==> src/rtl/pllseq_pkg.sv <==
package pllseq_pkg;

    typedef enum logic [1:0] {
        LP_RUN   = 2'd0,
        LP_LIGHT = 2'd1,
        LP_DEEP  = 2'd2,
        LP_STOP  = 2'd3
    } lp_mode_e;

    localparam logic ADDR_CTRL = 1'b0;
    localparam logic ADDR_TIME = 1'b1;

    localparam logic [1:0] CODE_RESET = 2'd3;

    typedef struct packed {
        logic sel;
        logic on;
    } ctrl_t;

    typedef struct packed {
        logic       wr;
        logic       addr;
        logic [7:0] data;
    } bus_wr_t;

    // Deep idle and stop both have the upper mode bit set.
    function automatic logic is_deep(input logic [1:0] mode);
        return mode[1];
    endfunction

    // Number of oscillator cycles for a given lockup code.
    function automatic int unsigned lock_term(input int unsigned base_exp,
                                              input logic [1:0] code);
        return 32'd1 << (base_exp + 32'(code));
    endfunction

endpackage

==> src/rtl/pllseq_regs.sv <==
module pllseq_regs
    import pllseq_pkg::*;
#(
    parameter int SETTLE  = 8,
    localparam int GUARD_W = $clog2(SETTLE + 1)
) (
    input  logic       clk,
    input  logic       rst,
    input  bus_wr_t    bus,
    input  logic       deep,
    input  logic       counting,
    output ctrl_t      ctrl_q,
    output logic [1:0] code_q
);

    logic [GUARD_W-1:0] guard_q, guard_d;
    ctrl_t              ctrl_d;
    logic               ctrl_wr, time_wr, stop_ok;
    logic [1:0]         code_d;
    logic               unused_hi;

    assign unused_hi = ^bus.data[7:2];

    always_comb begin
        ctrl_wr = bus.wr && !deep && (bus.addr == ADDR_CTRL);
        time_wr = bus.wr && !deep && (bus.addr == ADDR_TIME) && !counting;
        stop_ok = !bus.data[1] && !ctrl_q.sel && (guard_q == GUARD_W'(SETTLE));

        ctrl_d = ctrl_q;
        if (ctrl_wr) begin
            ctrl_d.sel = bus.data[1];
            ctrl_d.on  = bus.data[0] | (ctrl_q.on & !stop_ok);
        end

        code_d = time_wr ? bus.data[1:0] : code_q;

        if (ctrl_d.sel)
            guard_d = '0;
        else if (ctrl_q.sel)
            guard_d = GUARD_W'(1);
        else if (guard_q != GUARD_W'(SETTLE))
            guard_d = guard_q + GUARD_W'(1);
        else
            guard_d = guard_q;
    end

    always_ff @(posedge clk) begin
        if (rst) begin
            ctrl_q  <= '{sel: 1'b0, on: 1'b1};
            code_q  <= CODE_RESET;
            guard_q <= GUARD_W'(SETTLE);
        end else begin
            ctrl_q  <= ctrl_d;
            code_q  <= code_d;
            guard_q <= guard_d;
        end
    end

endmodule

==> src/rtl/pllseq_lock_timer.sv <==
module pllseq_lock_timer
    import pllseq_pkg::*;
#(
    parameter int CNT_W    = 14,
    parameter int BASE_EXP = 10
) (
    input  logic       clk,
    input  logic       rst,
    input  logic       en,
    input  logic [1:0] code,
    output logic       lock_q,
    output logic       counting
);

    logic [CNT_W-1:0] cnt_q;
    logic [CNT_W-1:0] term_m1;

    assign term_m1  = CNT_W'(lock_term(BASE_EXP, code) - 32'd1);
    assign counting = en && !lock_q;

    always_ff @(posedge clk) begin
        if (rst || !en) begin
            cnt_q  <= '0;
            lock_q <= 1'b0;
        end else if (!lock_q) begin
            cnt_q <= cnt_q + CNT_W'(1);
            if (cnt_q == term_m1)
                lock_q <= 1'b1;
        end
    end

endmodule

==> src/rtl/pllseq_readback.sv <==
module pllseq_readback
    import pllseq_pkg::*;
(
    input  logic       addr,
    input  ctrl_t      ctrl,
    input  logic       locked,
    input  logic [1:0] code,
    output logic [7:0] data
);

    always_comb begin
        if (addr == ADDR_TIME)
            data = {6'b0, code};
        else
            data = {5'b0, locked, ctrl.sel, ctrl.on};
    end

endmodule

==> src/rtl/pll_lock_sequencer.sv <==
module pll_lock_sequencer
    import pllseq_pkg::*;
#(
    parameter int CNT_W    = 14,
    parameter int BASE_EXP = 10,
    parameter int SETTLE   = 8
) (
    input  logic       clk,
    input  logic       rst,
    input  logic       wr_en,
    input  logic       wr_addr,
    input  logic [7:0] wr_data,
    input  logic       rd_addr,
    output logic [7:0] rd_data,
    input  logic [1:0] lp_mode,
    output logic       pll_en,
    output logic       locked,
    output logic       clk_sel_pll
);

    bus_wr_t    bus;
    ctrl_t      ctrl_q;
    logic [1:0] code_bit;
    logic       sel_bit;
    logic       deep, lock_q, counting;

    assign bus         = '{wr: wr_en, addr: wr_addr, data: wr_data};
    assign deep        = is_deep(lp_mode);
    assign sel_bit     = ctrl_q.sel;
    assign pll_en      = ctrl_q.on && !deep;
    assign locked      = lock_q && pll_en;
    assign clk_sel_pll = sel_bit && locked;

    pllseq_regs #(.SETTLE(SETTLE)) u_regs (
        .clk      (clk),
        .rst      (rst),
        .bus      (bus),
        .deep     (deep),
        .counting (counting),
        .ctrl_q   (ctrl_q),
        .code_q   (code_bit)
    );

    pllseq_lock_timer #(.CNT_W(CNT_W), .BASE_EXP(BASE_EXP)) u_timer (
        .clk      (clk),
        .rst      (rst),
        .en       (pll_en),
        .code     (code_bit),
        .lock_q   (lock_q),
        .counting (counting)
    );

    pllseq_readback u_rd (
        .addr   (rd_addr),
        .ctrl   (ctrl_q),
        .locked (locked),
        .code   (code_bit),
        .data   (rd_data)
    );

endmodule

==> config.mk <==
export PLATFORM = sky130hd
export DESIGN_NAME = pll_lock_sequencer
export DESIGN_NICKNAME = d
export VERILOG_FILES = /design/src/rtl/pllseq_pkg.sv /design/src/rtl/pllseq_regs.sv /design/src/rtl/pllseq_lock_timer.sv /design/src/rtl/pllseq_readback.sv /design/src/rtl/pll_lock_sequencer.sv
export SDC_FILE = /design/constraint.sdc
export NUM_CORES = 1
export LEC_CHECK = 0
export BUFFER_PORTS_ARGS = -buffer_cell sky130_fd_sc_hd__buf_2
export CORE_MARGIN = 2
export CORE_UTILIZATION = 41
export DETAILED_ROUTE_END_ITERATION = 10
export PLACE_DENSITY_LB_ADDON = 0.1
export SLEW_MARGIN = 20
export SYNTH_ARGS = -nofsm -noshare
export SYNTH_HDL_FRONTEND = slang
export SYNTH_HIERARCHICAL = 1
export SYNTH_SLANG_ARGS = --single-unit
==> constraint.sdc <==
create_clock -name clk -period 2.05 [get_ports clk]
set_clock_uncertainty 0.2 [all_clocks]
set_input_delay 0.41 -clock clk [delete_from_list [all_inputs] [get_ports clk]]
set_output_delay 0.41 -clock clk [all_outputs]
set_load 0.01 [all_outputs]
# ---- After elaboration in Yosys (flattened, before gate mapping)
# Cells that the tools add are included.
dict set report word_totals {
  reg_bits 23
  out_inout_bits 11
  wordCells 48
}
dict set report op_classes {
  add_sub_neg 4
  n_eq_ne 3
  shift 1
  n_mux 7
  bitwise 3
  n_reduce_logical 22
}
# op count
set op_table {}
lappend op_table {{1-bit by 32-bit << shifter with 14-bit output (first input constant)} 1}
lappend op_table {{14-bit by 1-bit adder with 14-bit output (second input constant)} 1}
lappend op_table {{14-bit == test} 1}
lappend op_table {{14-bit by 1-bit subtractor with 14-bit output (second input constant)} 1}
lappend op_table {{4-bit 2-to-1 mux} 3}
lappend op_table {{1-bit logical AND} 10}
lappend op_table {{1-bit zero test} 7}
lappend op_table {{4-bit by 2-bit adder with 5-bit output (first input constant)} 1}
lappend op_table {{4-bit by 1-bit adder with 4-bit output (second input constant)} 1}
lappend op_table {{4-bit == test (second input constant)} 1}
lappend op_table {{4-bit != test (second input constant)} 1}
lappend op_table {{3-bit 2-to-1 mux} 1}
lappend op_table {{3-bit nonzero test} 1}
lappend op_table {{3-bit OR reduction} 1}
lappend op_table {{1-bit 2-to-1 mux} 2}
lappend op_table {{2-bit 2-to-1 mux} 1}
lappend op_table {{2-bit nonzero test} 1}
lappend op_table {{2-bit OR reduction} 1}
lappend op_table {{1-bit AND} 1}
lappend op_table {{1-bit logical OR} 1}
lappend op_table {{1-bit inverter} 1}
lappend op_table {{1-bit OR} 1}

# ---- Logic depth before layout (Yosys ltp)
dict set report depth {
  ltp_word 8
  ltp_mapped 6
  mapped_depth_nobuf 5
}

# ---- Hierarchy
# Netlist, hierarchy kept.
# mod instances cells_per_inst area_each_um2 seq_area_each_um2
set modules_own_cells {}
lappend modules_own_cells {pllseq_lock_timer 1 87 769.5 300.3}
lappend modules_own_cells {pllseq_regs 1 36 379.1 160.2}
lappend modules_own_cells {pllseq_readback 1 9 72.6 0.0}
lappend modules_own_cells {pll_lock_sequencer 1 3 28.8 0.0}

# ---- Worst setup path after synthesis
# OpenSTA, ideal clock, no wires.
dict set report synth_timing {
  path_kind {input to register}
  from {in lp_mode[1]}
  to {reg u_regs.code_q[0]}
  setup_ns 0.117
  arrival_ns 1.309
  required_time_ns 1.733
  setup_slack_ns 0.424
  path_stages 5
  path_cell_list {and2b_2 nor2b_1 and4bb_2 mux2i_1 nand2_1}
}
dict set report synth_via {
  elab_chain_len 5
}
# element line
set synth_rtl {}
lappend synth_rtl {{start, declared} pll_lock_sequencer.sv:15} ;# input logic [1:0] lp_mode,
lappend synth_rtl {{1-bit zero test} pll_lock_sequencer.sv:30} ;# assign pll_en = ctrl_q.on && !deep;
lappend synth_rtl {{1-bit logical AND} pll_lock_sequencer.sv:30}
lappend synth_rtl {{1-bit logical AND} pllseq_lock_timer.sv:19} ;# assign counting = en && !lock_q;
lappend synth_rtl {{via counting} pll_lock_sequencer.sv:25} ;# logic deep, lock_q, counting;
lappend synth_rtl {{1-bit zero test} pllseq_regs.sv:26} ;# time_wr = bus.wr && !deep && (bus.addr == ADDR_TIME) && !counting;
lappend synth_rtl {{1-bit logical AND} pllseq_regs.sv:26}
lappend synth_rtl {{end signal, assigned} pllseq_regs.sv:54} ;# code_q <= code_d;
lappend synth_rtl {{end, declared} pllseq_regs.sv:13} ;# output logic [1:0] code_q
# The timed path passes the listed nets, and every way through them passes these cells.
# A chain may end at the register's enable or synchronous reset.

# ---- Worst setup path after layout
dict set report layout_timing {
  from {reg u_timer.lock_q}
  to {out rd_data[2]}
}
dict set report layout_via {
  elab_chain_len 2
}
# element line
set layout_rtl {}
lappend layout_rtl {{start, declared} pllseq_lock_timer.sv:11} ;# output logic lock_q,
lappend layout_rtl {{start signal, assigned} pllseq_lock_timer.sv:24} ;# lock_q <= 1'b0;
lappend layout_rtl {{start signal, assigned} pllseq_lock_timer.sv:28} ;# lock_q <= 1'b1;
lappend layout_rtl {{1-bit logical AND} pll_lock_sequencer.sv:31} ;# assign locked = lock_q && pll_en;
lappend layout_rtl {{3-bit 2-to-1 mux} pllseq_readback.sv:12} ;# if (addr == ADDR_TIME)
lappend layout_rtl {{end, declared} pll_lock_sequencer.sv:14} ;# output logic [7:0] rd_data,
# Every way passes these cells.

==> impl_metrics.toml <==
[clock_tree]
cts_resized = 0
numClockSinks = 23
root_buffer = "clkbuf_4"
cts_buffers = 3
clk_pin_slew_ps = 140
cts_tree = "yes"
htreeDepth = 1
cts_setup_buffers = 0
clk_latency_ps = 310
cts.path.max_buffers = 2
ctsHoldBuffers = 0

[power]
p_per_area_nw_per_um2 = 621
leakage_nw = 0.521
max-vdd-ir-drop_mv = 0.340

[place]
place_congestion = 0.754
numPortBuffers = 13
pre_cts_ws_ps = 233
dpl.hpwl_um = 1720

[synthesis]
ys_ff_latch = 23
synth_common_cells = "dfxtp_1 (23), nor2_1 (15), inv_1 (9), nand2_1 (9), xnor2_1 (9)"
synthCells = 135
synthFlopType = "dfxtp_1"
syn_area_sq_um = 1250
synthTopCellsByArea = "dfxtp_1 (37%), xnor2_1 (6.3%), nor2_1 (4.5%)"
synth_edf_count = 0
yosysMostFrequentCell = "dfxtp_1"
avgSynthCellArea_sq_um = 9.26
yosys.area.top_type = "dfxtp_1"
yosys_warnings = 6
synth_seq_area_share_pct = 36.8
synthArstFlopShare_pct = 0
synth_top_area_share_pct = 36.8
synth.distinct_cells = 39

[worst_setup_path]
cp.required_ps = 1440
worst-path-buf-inv = 1
cp-start-kind = "flop"
path_max_fanout = 9
arrival_ps = 1370
cp-end-kind = "output pin"
cp_top_family = "flip-flops"
crit_start = "u_timer/lock_q$_SDFF_PP0_"
crit_chain = "and3b_2 -> and2b_2 -> buf_2"
crit_type = "flop to output pin"
cp_slowest_cell = "dfxtp_1"
r2r_start = "u_timer/cnt_q[3]$_SDFFE_PP0N_"
max_stage_delay_ps = 560

[drt]
drtAntennaViolNets = 0
wl_um = 2310
via_count = 950
wl_per_cell_um = 12.7
drt_first_pass_iters = 4
vias_per_cell = 5.22
drtIter0Drc = 51
drcViolationCount = 0

[sta]
report.final.slew_viol_count = 0
rsz0062_at_grt = "no"
finalSetupViolCount = 0
hold_violations = 0
tns_ps = 0
post-route-min-period_ps = 1980
fmax_mhz = 505
period_share_pct = 96.5
setup_ws_ps = 71.0

[floorplanning]
die_h_um = 59.2
die_x_um = 59.2
initial_utilization_pct = 42.0
num_rows = 20
core_sq_um = 2980
die_area_sq_um = 3510
ios = 26

[global_routing]
overflow = 0
antenna_found_initial = 0
grt_start_max_net_pins = 14
grt_pass1_wl_um = 4000
grt_pass1_vias = 880
grt.total_usage_pct = 15.0

[worst_hold_path]
worstHoldPathType = "primary input to flop"
hold_start = "rst"

[outcome]
outcome = "finished clean"

[finish]
ff_latch_area_sq_um = 460
num-nets-final = 168
diodes = 0
area_delta_synth_final_pct = 8.51
multi_input_area_sq_um = 721
drive_gt1_share_pct = 22.8
fillers = 290

[flow_run]
drv_cap = 0
==> final timing paths <==
check | endpoint | slack (ps) | depth (start not counted)
worst max-delay path | rd_data[2] | 70 | 3
worst min-delay path | u_regs/ctrl_q[1]$_SDFF_PP0_ | 100 | 2
worst max register to register | u_timer/cnt_q[13]$_SDFFE_PP0N_ | 440 | 4
worst min register to register | u_regs/ctrl_q[0]$_SDFFE_PP1P_ | 340 | 2
==> metrics by stage <==
step                      hold slack (ps)  total power, W  instance area (sq um)  util (%)  cells
final                                 100        0.000843                   1360      45.5    182
after global routing                 87.5        0.000898                   1360      45.5    182
after CTS                            84.6        0.000854                   1360      45.5    182
after detailed placement              311        0.000636                   1330      44.6    178
after global placement                300        0.000631                   1330      44.6    178
after floorplan                       279        0.000604                   1260         -    139
==> state kept, by name, indices dropped and copies added, names as in the netlist <==
signal          cells
u_regs/code_q       2
u_timer/lock_q      1
u_regs/ctrl_q       2
u_regs/guard_q      4
u_timer/cnt_q      14
==> report_power, final <==
part	total (W)	leakage, nW	internal, W	switching (W)
Sequential	0.000485	0.186	0.000466	0.0000183
Combinational	0.000139	0.317	0.0000636	0.0000755
Clock	0.000219	0.0177	0.0000729	0.000146
Total	0.000843	0.521	0.000603	0.000240
==> layout by cell type (no fill, tap or decap), drive strengths merged, types with 3 or more instances in the layout <==
cell and instances:
nor2 15, nor2b 3, a21oi 3, mux2i 4
nor4 7, xnor2 9, nand2 9, conb 5
nor3 5, buf 14, ha 3, nand3 4
inv 9, dfxtp 23, xor2 5, clkbuf 3
nand3b 3
==> layer usage <==
layer,track usage [%],up-vias,share of wire (%)
met5,0,-,0
li1,-,486,-
met4,5.84,0,0.82
met2,25.0,10,51
met3,2.62,2,2.5
met1,19.1,452,45
==> kinds of logic after synthesis <==
kind of cell,after synthesis,share of synthesized area [%]
AND/OR/NAND/NOR,57,29.9
flip-flops,23,36.8
buffers and inverters,17,6.71
AO/OA/AOI/OAI,14,8.41
XOR/XNOR,14,9.81
multiplexers,6,5.01
adder cells (fa/ha/maj),3,3.00
other,1,0.300
==> cell type report <==
class	instances	area share (%)
Inverter	9	2.49
Sequential cell	23	33.9
Multi-Input combinational cell	99	53.1
Timing Repair Buffer	14	5.35
Clock inverter	1	0.369
Clock buffer	3	1.66
Tap cell	33	3.04
Power figures use the tool's default switching activity.
